File: src/rtl/prg_mapper_pkg.sv
// Shared constants and types for the program bank mapper.
// Assumes a 16-bit CPU address whose top nibble selects the register.
package prg_mapper_pkg;

    // Top-nibble codes that this block owns in the write space.
    localparam logic [3:0] NIB_BANK   = 4'hA;
    localparam logic [3:0] NIB_MIRROR = 4'hF;

    // Work-RAM page code in the top three address bits.
    localparam logic [2:0] WRAM_PAGE  = 3'b011;

    // Which 8 KB slot of the upper 32 KB is being addressed.
    typedef enum logic [1:0] {
        SLOT_SWITCH = 2'd0,
        SLOT_FIX_A  = 2'd1,
        SLOT_FIX_B  = 2'd2,
        SLOT_FIX_C  = 2'd3
    } slot_e;

endpackage

File: src/rtl/prg_reg_file.sv
// Register file of the mapper: decodes CPU writes by top address nibble
// and holds the switchable bank number and the mirroring bit.
// Assumes inputs are stable at the rising edge; reads never change state.
module prg_reg_file
    import prg_mapper_pkg::*;
#(
    parameter int ADDR_W = 16,
    parameter int DATA_W = 8,
    parameter int BANK_W = 4
) (
    input  logic              clk,
    input  logic              rst_n,
    input  logic [ADDR_W-1:0] cpu_addr,
    input  logic [DATA_W-1:0] cpu_data,
    input  logic              cpu_rw,
    input  logic              cpu_wr_stb,
    output logic [BANK_W-1:0] bank_q,
    output logic              mirror_q
);

    logic       wr_fire;
    logic [3:0] nibble;
    logic       hit_bank;
    logic       hit_mirror;

    // Qualify a write cycle and pick out the register selector.
    always_comb begin
        wr_fire    = cpu_wr_stb && !cpu_rw;
        nibble     = cpu_addr[ADDR_W-1 -: 4];
        hit_bank   = wr_fire && (nibble == NIB_BANK);
        hit_mirror = wr_fire && (nibble == NIB_MIRROR);
    end

    // Bank register: loaded from the low data bits on a bank write.
    always_ff @(posedge clk) begin
        if (!rst_n) begin
            bank_q <= '0;
        end else if (hit_bank) begin
            bank_q <= cpu_data[BANK_W-1:0];
        end
    end

    // Mirroring bit: loaded from data bit 0 on a mirroring write.
    always_ff @(posedge clk) begin
        if (!rst_n) begin
            mirror_q <= 1'b0;
        end else if (hit_mirror) begin
            mirror_q <= cpu_data[0];
        end
    end

endmodule

File: src/rtl/prg_window_map.sv
// Address map of the upper 32 KB: one switchable slot and three slots
// fixed to the last three banks of the ROM. Pure combinational.
// Assumes the ROM holds 2**BANK_W banks of 8 KB.
module prg_window_map
    import prg_mapper_pkg::*;
#(
    parameter int ADDR_W = 16,
    parameter int BANK_W = 4
) (
    input  logic [ADDR_W-1:0] cpu_addr,
    input  logic [BANK_W-1:0] bank_q,
    output logic [BANK_W-1:0] prg_bank,
    output logic              rom_cs
);

    localparam int               NUM_BANKS   = 1 << BANK_W;
    localparam logic [BANK_W-1:0] FIRST_FIXED = BANK_W'(NUM_BANKS - 3);

    slot_e slot;

    // Select the bank number for the addressed 8 KB slot.
    always_comb begin
        slot = slot_e'(cpu_addr[ADDR_W-2 -: 2]);
        unique case (slot)
            SLOT_SWITCH: prg_bank = bank_q;
            SLOT_FIX_A:  prg_bank = FIRST_FIXED;
            SLOT_FIX_B:  prg_bank = FIRST_FIXED + BANK_W'(1);
            SLOT_FIX_C:  prg_bank = FIRST_FIXED + BANK_W'(2);
            default:     prg_bank = bank_q;
        endcase
    end

    // ROM occupies the upper half of the CPU space.
    always_comb rom_cs = cpu_addr[ADDR_W-1];

endmodule

File: src/rtl/wram_decode.sv
// Work-RAM enable for the 8 KB page below the ROM, present only when
// HAS_WRAM is set; otherwise tied inactive.
module wram_decode
    import prg_mapper_pkg::*;
#(
    parameter int ADDR_W   = 16,
    parameter bit HAS_WRAM = 1'b1
) (
    input  logic [ADDR_W-1:0] cpu_addr,
    output logic              wram_en
);

    generate
        if (HAS_WRAM) begin : g_wram
            // Page compare on the top three address bits.
            always_comb wram_en = (cpu_addr[ADDR_W-1 -: 3] == WRAM_PAGE);
        end else begin : g_no_wram
            // No work RAM fitted.
            always_comb wram_en = 1'b0;
        end
    endgenerate

endmodule

File: src/rtl/nt_mirror_mux.sv
// Nametable A10 select: vertical mirroring passes PPU A10,
// horizontal mirroring passes PPU A11.
module nt_mirror_mux (
    input  logic mirror_q,
    input  logic ppu_a10,
    input  logic ppu_a11,
    output logic vram_a10
);

    // Choose the PPU address bit that splits the two nametables.
    always_comb vram_a10 = mirror_q ? ppu_a11 : ppu_a10;

endmodule

File: src/rtl/prg_mapper.sv
// Top of the CPU-side program bank mapper. Ties together the register
// file, the window map, the work-RAM decode and the mirroring mux.
// Assumes one write per strobe and no dependence on ROM read data.
module prg_mapper #(
    parameter int ADDR_W   = 16,
    parameter int DATA_W   = 8,
    parameter int BANK_W   = 4,
    parameter bit HAS_WRAM = 1'b1
) (
    input  logic              clk,
    input  logic              rst_n,
    input  logic [ADDR_W-1:0] cpu_addr,
    input  logic [DATA_W-1:0] cpu_data,
    input  logic              cpu_rw,
    input  logic              cpu_wr_stb,
    input  logic              ppu_a10,
    input  logic              ppu_a11,
    output logic [BANK_W-1:0] prg_bank,
    output logic              rom_cs,
    output logic              wram_en,
    output logic              vram_a10
);

    logic [BANK_W-1:0] bank_q;
    logic              mirror_q;

    prg_reg_file #(
        .ADDR_W(ADDR_W), .DATA_W(DATA_W), .BANK_W(BANK_W)
    ) u_regs (
        .clk(clk), .rst_n(rst_n), .cpu_addr(cpu_addr), .cpu_data(cpu_data),
        .cpu_rw(cpu_rw), .cpu_wr_stb(cpu_wr_stb),
        .bank_q(bank_q), .mirror_q(mirror_q)
    );

    prg_window_map #(
        .ADDR_W(ADDR_W), .BANK_W(BANK_W)
    ) u_map (
        .cpu_addr(cpu_addr), .bank_q(bank_q),
        .prg_bank(prg_bank), .rom_cs(rom_cs)
    );

    wram_decode #(
        .ADDR_W(ADDR_W), .HAS_WRAM(HAS_WRAM)
    ) u_wram (
        .cpu_addr(cpu_addr), .wram_en(wram_en)
    );

    nt_mirror_mux u_mirror (
        .mirror_q(mirror_q), .ppu_a10(ppu_a10), .ppu_a11(ppu_a11),
        .vram_a10(vram_a10)
    );

endmodule

File: config.mk
export PLATFORM = sky130hd
export DESIGN_NAME = prg_mapper
export DESIGN_NICKNAME = d
export VERILOG_FILES = /design/src/rtl/prg_mapper_pkg.sv /design/src/rtl/prg_reg_file.sv /design/src/rtl/prg_window_map.sv /design/src/rtl/wram_decode.sv /design/src/rtl/nt_mirror_mux.sv /design/src/rtl/prg_mapper.sv
export SDC_FILE = /design/constraint.sdc
export NUM_CORES = 1
export LEC_CHECK = 0
export BUFFER_PORTS_ARGS = -buffer_cell sky130_fd_sc_hd__buf_4
export CAP_MARGIN = 20
export CELL_PAD_IN_SITES_DETAIL_PLACEMENT = 1
export CELL_PAD_IN_SITES_GLOBAL_PLACEMENT = 2
export CORE_AREA = 2 2 51 53
export DETAILED_ROUTE_END_ITERATION = 10
export DIE_AREA = 0 0 53 55
export PLACE_DENSITY_LB_ADDON = 0.1
export SYNTH_ARGS = -nofsm -noshare
export SYNTH_HDL_FRONTEND = slang
export SYNTH_SLANG_ARGS = --single-unit
File: constraint.sdc
create_clock -name clk -period 1.2 [get_ports clk]
set_clock_uncertainty 0.1 [all_clocks]
set_input_delay 0 -clock clk [delete_from_list [all_inputs] [get_ports clk]]
set_output_delay 0 -clock clk [all_outputs]
set_load 0.02 [all_outputs]
Word level (Yosys, flattened, before mapping)
Cells that the tools add are included.
{"block": "totals", "ramBits": 0, "romBits": 0, "input_bits": 30, "output_inout_bits": 7, "elab_cells": 15, "memories": 0, "latch_bits": 0, "regBits": 5}
{"block": "op_classes", "div_mod_pow": 0, "mux": 2, "shifts": 0, "n_addsub": 0, "eq_ne": 6, "n_reduce_logical": 5, "multipliers": 0, "order_cmp": 0, "n_bitwise": 0}
{"op": "$pmux W4 S4", "n": 1}
{"op": "$eq A4 B4 Y1 const B", "n": 2}
{"op": "$eq A2 B2 Y1 const B", "n": 2}
{"op": "$eq A3 B2 Y1 const B", "n": 1}
{"op": "$logic_and A1 B1 Y1", "n": 3}
{"op": "$eq A2 B1 Y1 const B", "n": 1}
{"op": "$logic_not A2 Y1", "n": 1}
{"op": "$logic_not A1 Y1", "n": 1}
{"op": "$mux W1", "n": 1}

Longest topological paths before layout
{"block": "logic_depth", "depth_word": 3, "ltp_mapped": 3, "ltp_nobuf": 3}

Cells and area by module
Synthesis repeated with hierarchy kept, for this count alone.
{"block": "hier_totals", "cells_unflattened": 33, "hier_area_um2": 301.5}
{"mod": "prg_reg_file", "area_per_inst_um2": 236.5, "cells_each": 24, "seq_area_each_um2": 100.1, "n_inst": 1}
{"mod": "prg_window_map", "area_per_inst_um2": 41.3, "cells_each": 7, "seq_area_each_um2": 0.0, "n_inst": 1}
{"mod": "nt_mirror_mux", "area_per_inst_um2": 15.0, "cells_each": 1, "seq_area_each_um2": 0.0, "n_inst": 1}
{"mod": "wram_decode", "area_per_inst_um2": 8.8, "cells_each": 1, "seq_area_each_um2": 0.0, "n_inst": 1}

Least setup slack after synthesis
Ideal clock, no wire load.
{"block": "synth_timing", "path_kind": "flip-flop to output port", "startpoint": "register u_regs.bank_q[2]", "endpoint": "output prg_bank[2]", "path_slack_ns": 0.276, "n_path_buf": 0, "t_arrival_ns": 0.824, "t_required_ns": 1.100, "stages_incl_launch_ff": 2, "path_cell_list": "dfxtp_1 > or3_2"}
{"block": "synth_between", "elab_chain_len": 1}
{"item": "start: declaration", "line": "prg_reg_file.sv:17", "text": "output logic [BANK_W-1:0] bank_q,"}
{"item": "start signal: assignment", "line": "prg_reg_file.sv:39", "text": "bank_q <= cpu_data[BANK_W-1:0];"}
{"item": "$pmux W4 S4", "line": "prg_window_map.sv:24", "text": "unique case (slot)"}
{"item": "end: declaration", "line": "prg_mapper.sv:18", "text": "output logic [BANK_W-1:0] prg_bank,"}
No other way between the ends.

Worst setup path after layout
Same ends and word-level chain as after synthesis.

==> flow_summary.json <==
{
  "outcome": "complete, no violations",
  "netlist_instances": 33,
  "final_hold_viol_count": 0,
  "crit_type": "reg -> out",
  "path_max_fanout": 2,
  "place_area_sq_um": 465,
  "synth_common_cells": "nand2_1, dfxtp_1, mux2i_1",
  "gr-usage-all-layers_pct": 7.02,
  "synth_area_leader_cell": "dfxtp_1",
  "synthesis.nets": 63,
  "wirelength_um": 841,
  "die_area_sq_um": 2920,
  "ir_worst_vdd_mv": 0.361,
  "rsz0062_at_grt": "no",
  "ant_nets": 0,
  "clk_pin_slew_ns": 0.04,
  "core_sq_um": 2360,
  "holdCritPathClass": "in -> reg",
  "drv_slew": 0,
  "cts.htree.levels": 1,
  "syn_to_final_growth_pct": 94.9,
  "hold_path_depth": 3,
  "hold_path_end": "u_regs.bank_q[2]",
  "fin_crit_ns": 1.16,
  "gp_congestion": 0.571,
  "cts_tree": "done",
  "reg2reg_depth": 2,
  "insertion_delay_ns": 0.24,
  "vias_per_cell": 3.73,
  "crit_slowest_cell": "or3_4",
  "maxCapViolations": 0,
  "yosysWarnings": 0,
  "fin_setup_tns_ns": 0,
  "r2r_setup_slack_ns": 0.53,
  "antennaDiodeCount": 0,
  "firstDrtPassIters": 2,
  "num_vias": 339,
  "clock_sinks": 5,
  "yosysTopAreaCellShare_pct": 34.2,
  "async_flop_share_pct": 0,
  "worstReg2RegStart": "u_regs.bank_q[1]",
  "worstHoldStart": "cpu_addr[14]",
  "path_cells": "or3_4 -> buf_6",
  "drcViolationCount": 0,
  "final_nets": 92,
  "drt_iter0_markers": 3,
  "p_leak_nw": 0.254,
  "die_w_um": 53,
  "r2r-end": "u_regs.bank_q[1]",
  "netlist_area_sq_um": 293,
  "synth_edf_count": 0,
  "grt_pass1_wl_um": 1420,
  "relSlewSlack_pct": 78.6,
  "cp_slowest_stage_delay_ns": 0.37,
  "wire_per_inst_um": 9.24,
  "finalCritPeriodShare_pct": 97.0,
  "start_kind": "flip-flop",
  "worst_slack_ns": 0.0364,
  "fp.dieH_um": 55,
  "synthDistinctLibCells": 13,
  "pre_cts_slack_ns": 0.158,
  "clockRootBuffer": "clkbuf_4",
  "tightest_slew_ns": 0.320,
  "final_cell_area_sq_um": 571,
  "clockBufferDepth": 2,
  "initial_core_util_pct": 12.4,
  "num_rows": 18,
  "port_buffers": 20,
  "powerDensity_nw_per_um2": 844,
  "synth_seq_cells": 5,
  "holdWs_ns": 0.0163,
  "cts_setup_buffers": 0,
  "syn_avg_cell_area_sq_um": 8.87,
  "overflow": 0,
  "synthFlopType": "dfxtp_1",
  "num_io_pins": 37,
  "arrival_ns": 1.06,
  "ys_top_cells_by_area": "dfxtp_1, mux2i_1, nand2_1",
  "required_ns": 1.10,
  "fmax_mhz": 859,
  "numCtsBuffers": 3,
  "grt_max_degree": 10,
  "ys_seq_area_share_pct": 34.2,
  "antenna_found_initial": 0,
  "drive_gt1_share_pct": 52.5,
  "synth.most_common_cell": "nand2_1",
  "setup_viol_count_final": 0,
  "cp-end-kind": "output port",
  "grt_pass1_vias": 350
}
where the power goes:
group | switching, W | internal (W)
clock | 0.0000673 | 0.000126
sequential | 0.000000732 | 0.000168
combinational | 0.0000496 | 0.0000704
what timing repair did:
action | in CTS | in global routing
pin swaps | 0 | 1
hold endpoints to repair | 5 | 0
setup endpoints to repair | 2 | 3
hold buffers | 6 | 0
resized for setup | 4 | 3
gates cloned | 0 | 0
metrics by stage:
stage	total power, W	utilization [%]	instances
6_report	0.000482	24.1	91
3_5_place_dp	0.000273	19.7	81
4_1_cts	0.000496	24.0	91
2_1_floorplan	0.000215	-	33
5_1_grt	0.000520	24.1	91
3_3_place_gp	0.000273	19.7	81
worst max-delay path: cells and delay by family (launching register included):
family / cells / cell delay, ns
buf+inv: 1 / 0.14
flops: 1 / 0.32
simple gates: 1 / 0.37
per-layer routing:
layer  part of all wire [%]  up-vias  GRT usage, %
met2                     41       16          10.4
met1                     46      158          8.09
met5                      0        -             0
met3                     13        0          3.76
met4                      0        0          3.85
li1                       -      165             -
cell families after synthesis:
logic type / count (synthesis) / share of synthesized area, %
DFF: 5 / 34.2
AOI/OAI and AO/OA: 2 / 5.56
muxes: 6 / 20.9
buffers and inverters: 4 / 7.69
and+or+nand+nor: 16 / 31.6
worst max-delay path by stage:
stage,from,to,slack (ns),depth (start not counted)
after floorplan,u_regs.bank_q[2],prg_bank[2],0.28,1
after global placement,cpu_rw,u_regs.bank_q[3],0.16,4
after detailed placement,cpu_rw,u_regs.bank_q[3],0.16,4
after CTS,u_regs.bank_q[3],prg_bank[3],0.01,2
after global routing,u_regs.bank_q[2],prg_bank[2],0.001,2
final,u_regs.bank_q[2],prg_bank[2],0.04,2
cells in the final DEF (no fill, tap or decap), drive strengths merged:
| cell | synthesis | layout |
|---|---|---|
| buf | 2 | 20 |
| nand2 | 10 | 10 |
| dlygate4sd3 | 0 | 6 |
| mux2i | 5 | 5 |
| dfxtp | 5 | 5 |
| clkbuf | 0 | 4 |
| inv | 2 | 2 |
| or3 | 2 | 2 |
| a21o | 2 | 2 |
| nor3 | 2 | 2 |
| mux2 | 1 | 1 |
| nand4b | 1 | 1 |
| nor2 | 1 | 1 |
area by class of cell:
cell class | count | area [sq um]
inverter | 2 | 7.51
tap | 30 | 37.5
timing repair buffer | 26 | 218
sequential | 5 | 104
fill | 290 | 1790
clock buffer | 4 | 26.3
multi-input combinational | 24 | 178
flip-flops by register name (all words and copies together) (netlist names):
name / count
u_regs.bank_q: 4
u_regs.mirror_q: 1
Note: power is estimated with default switching activity, not from simulation.
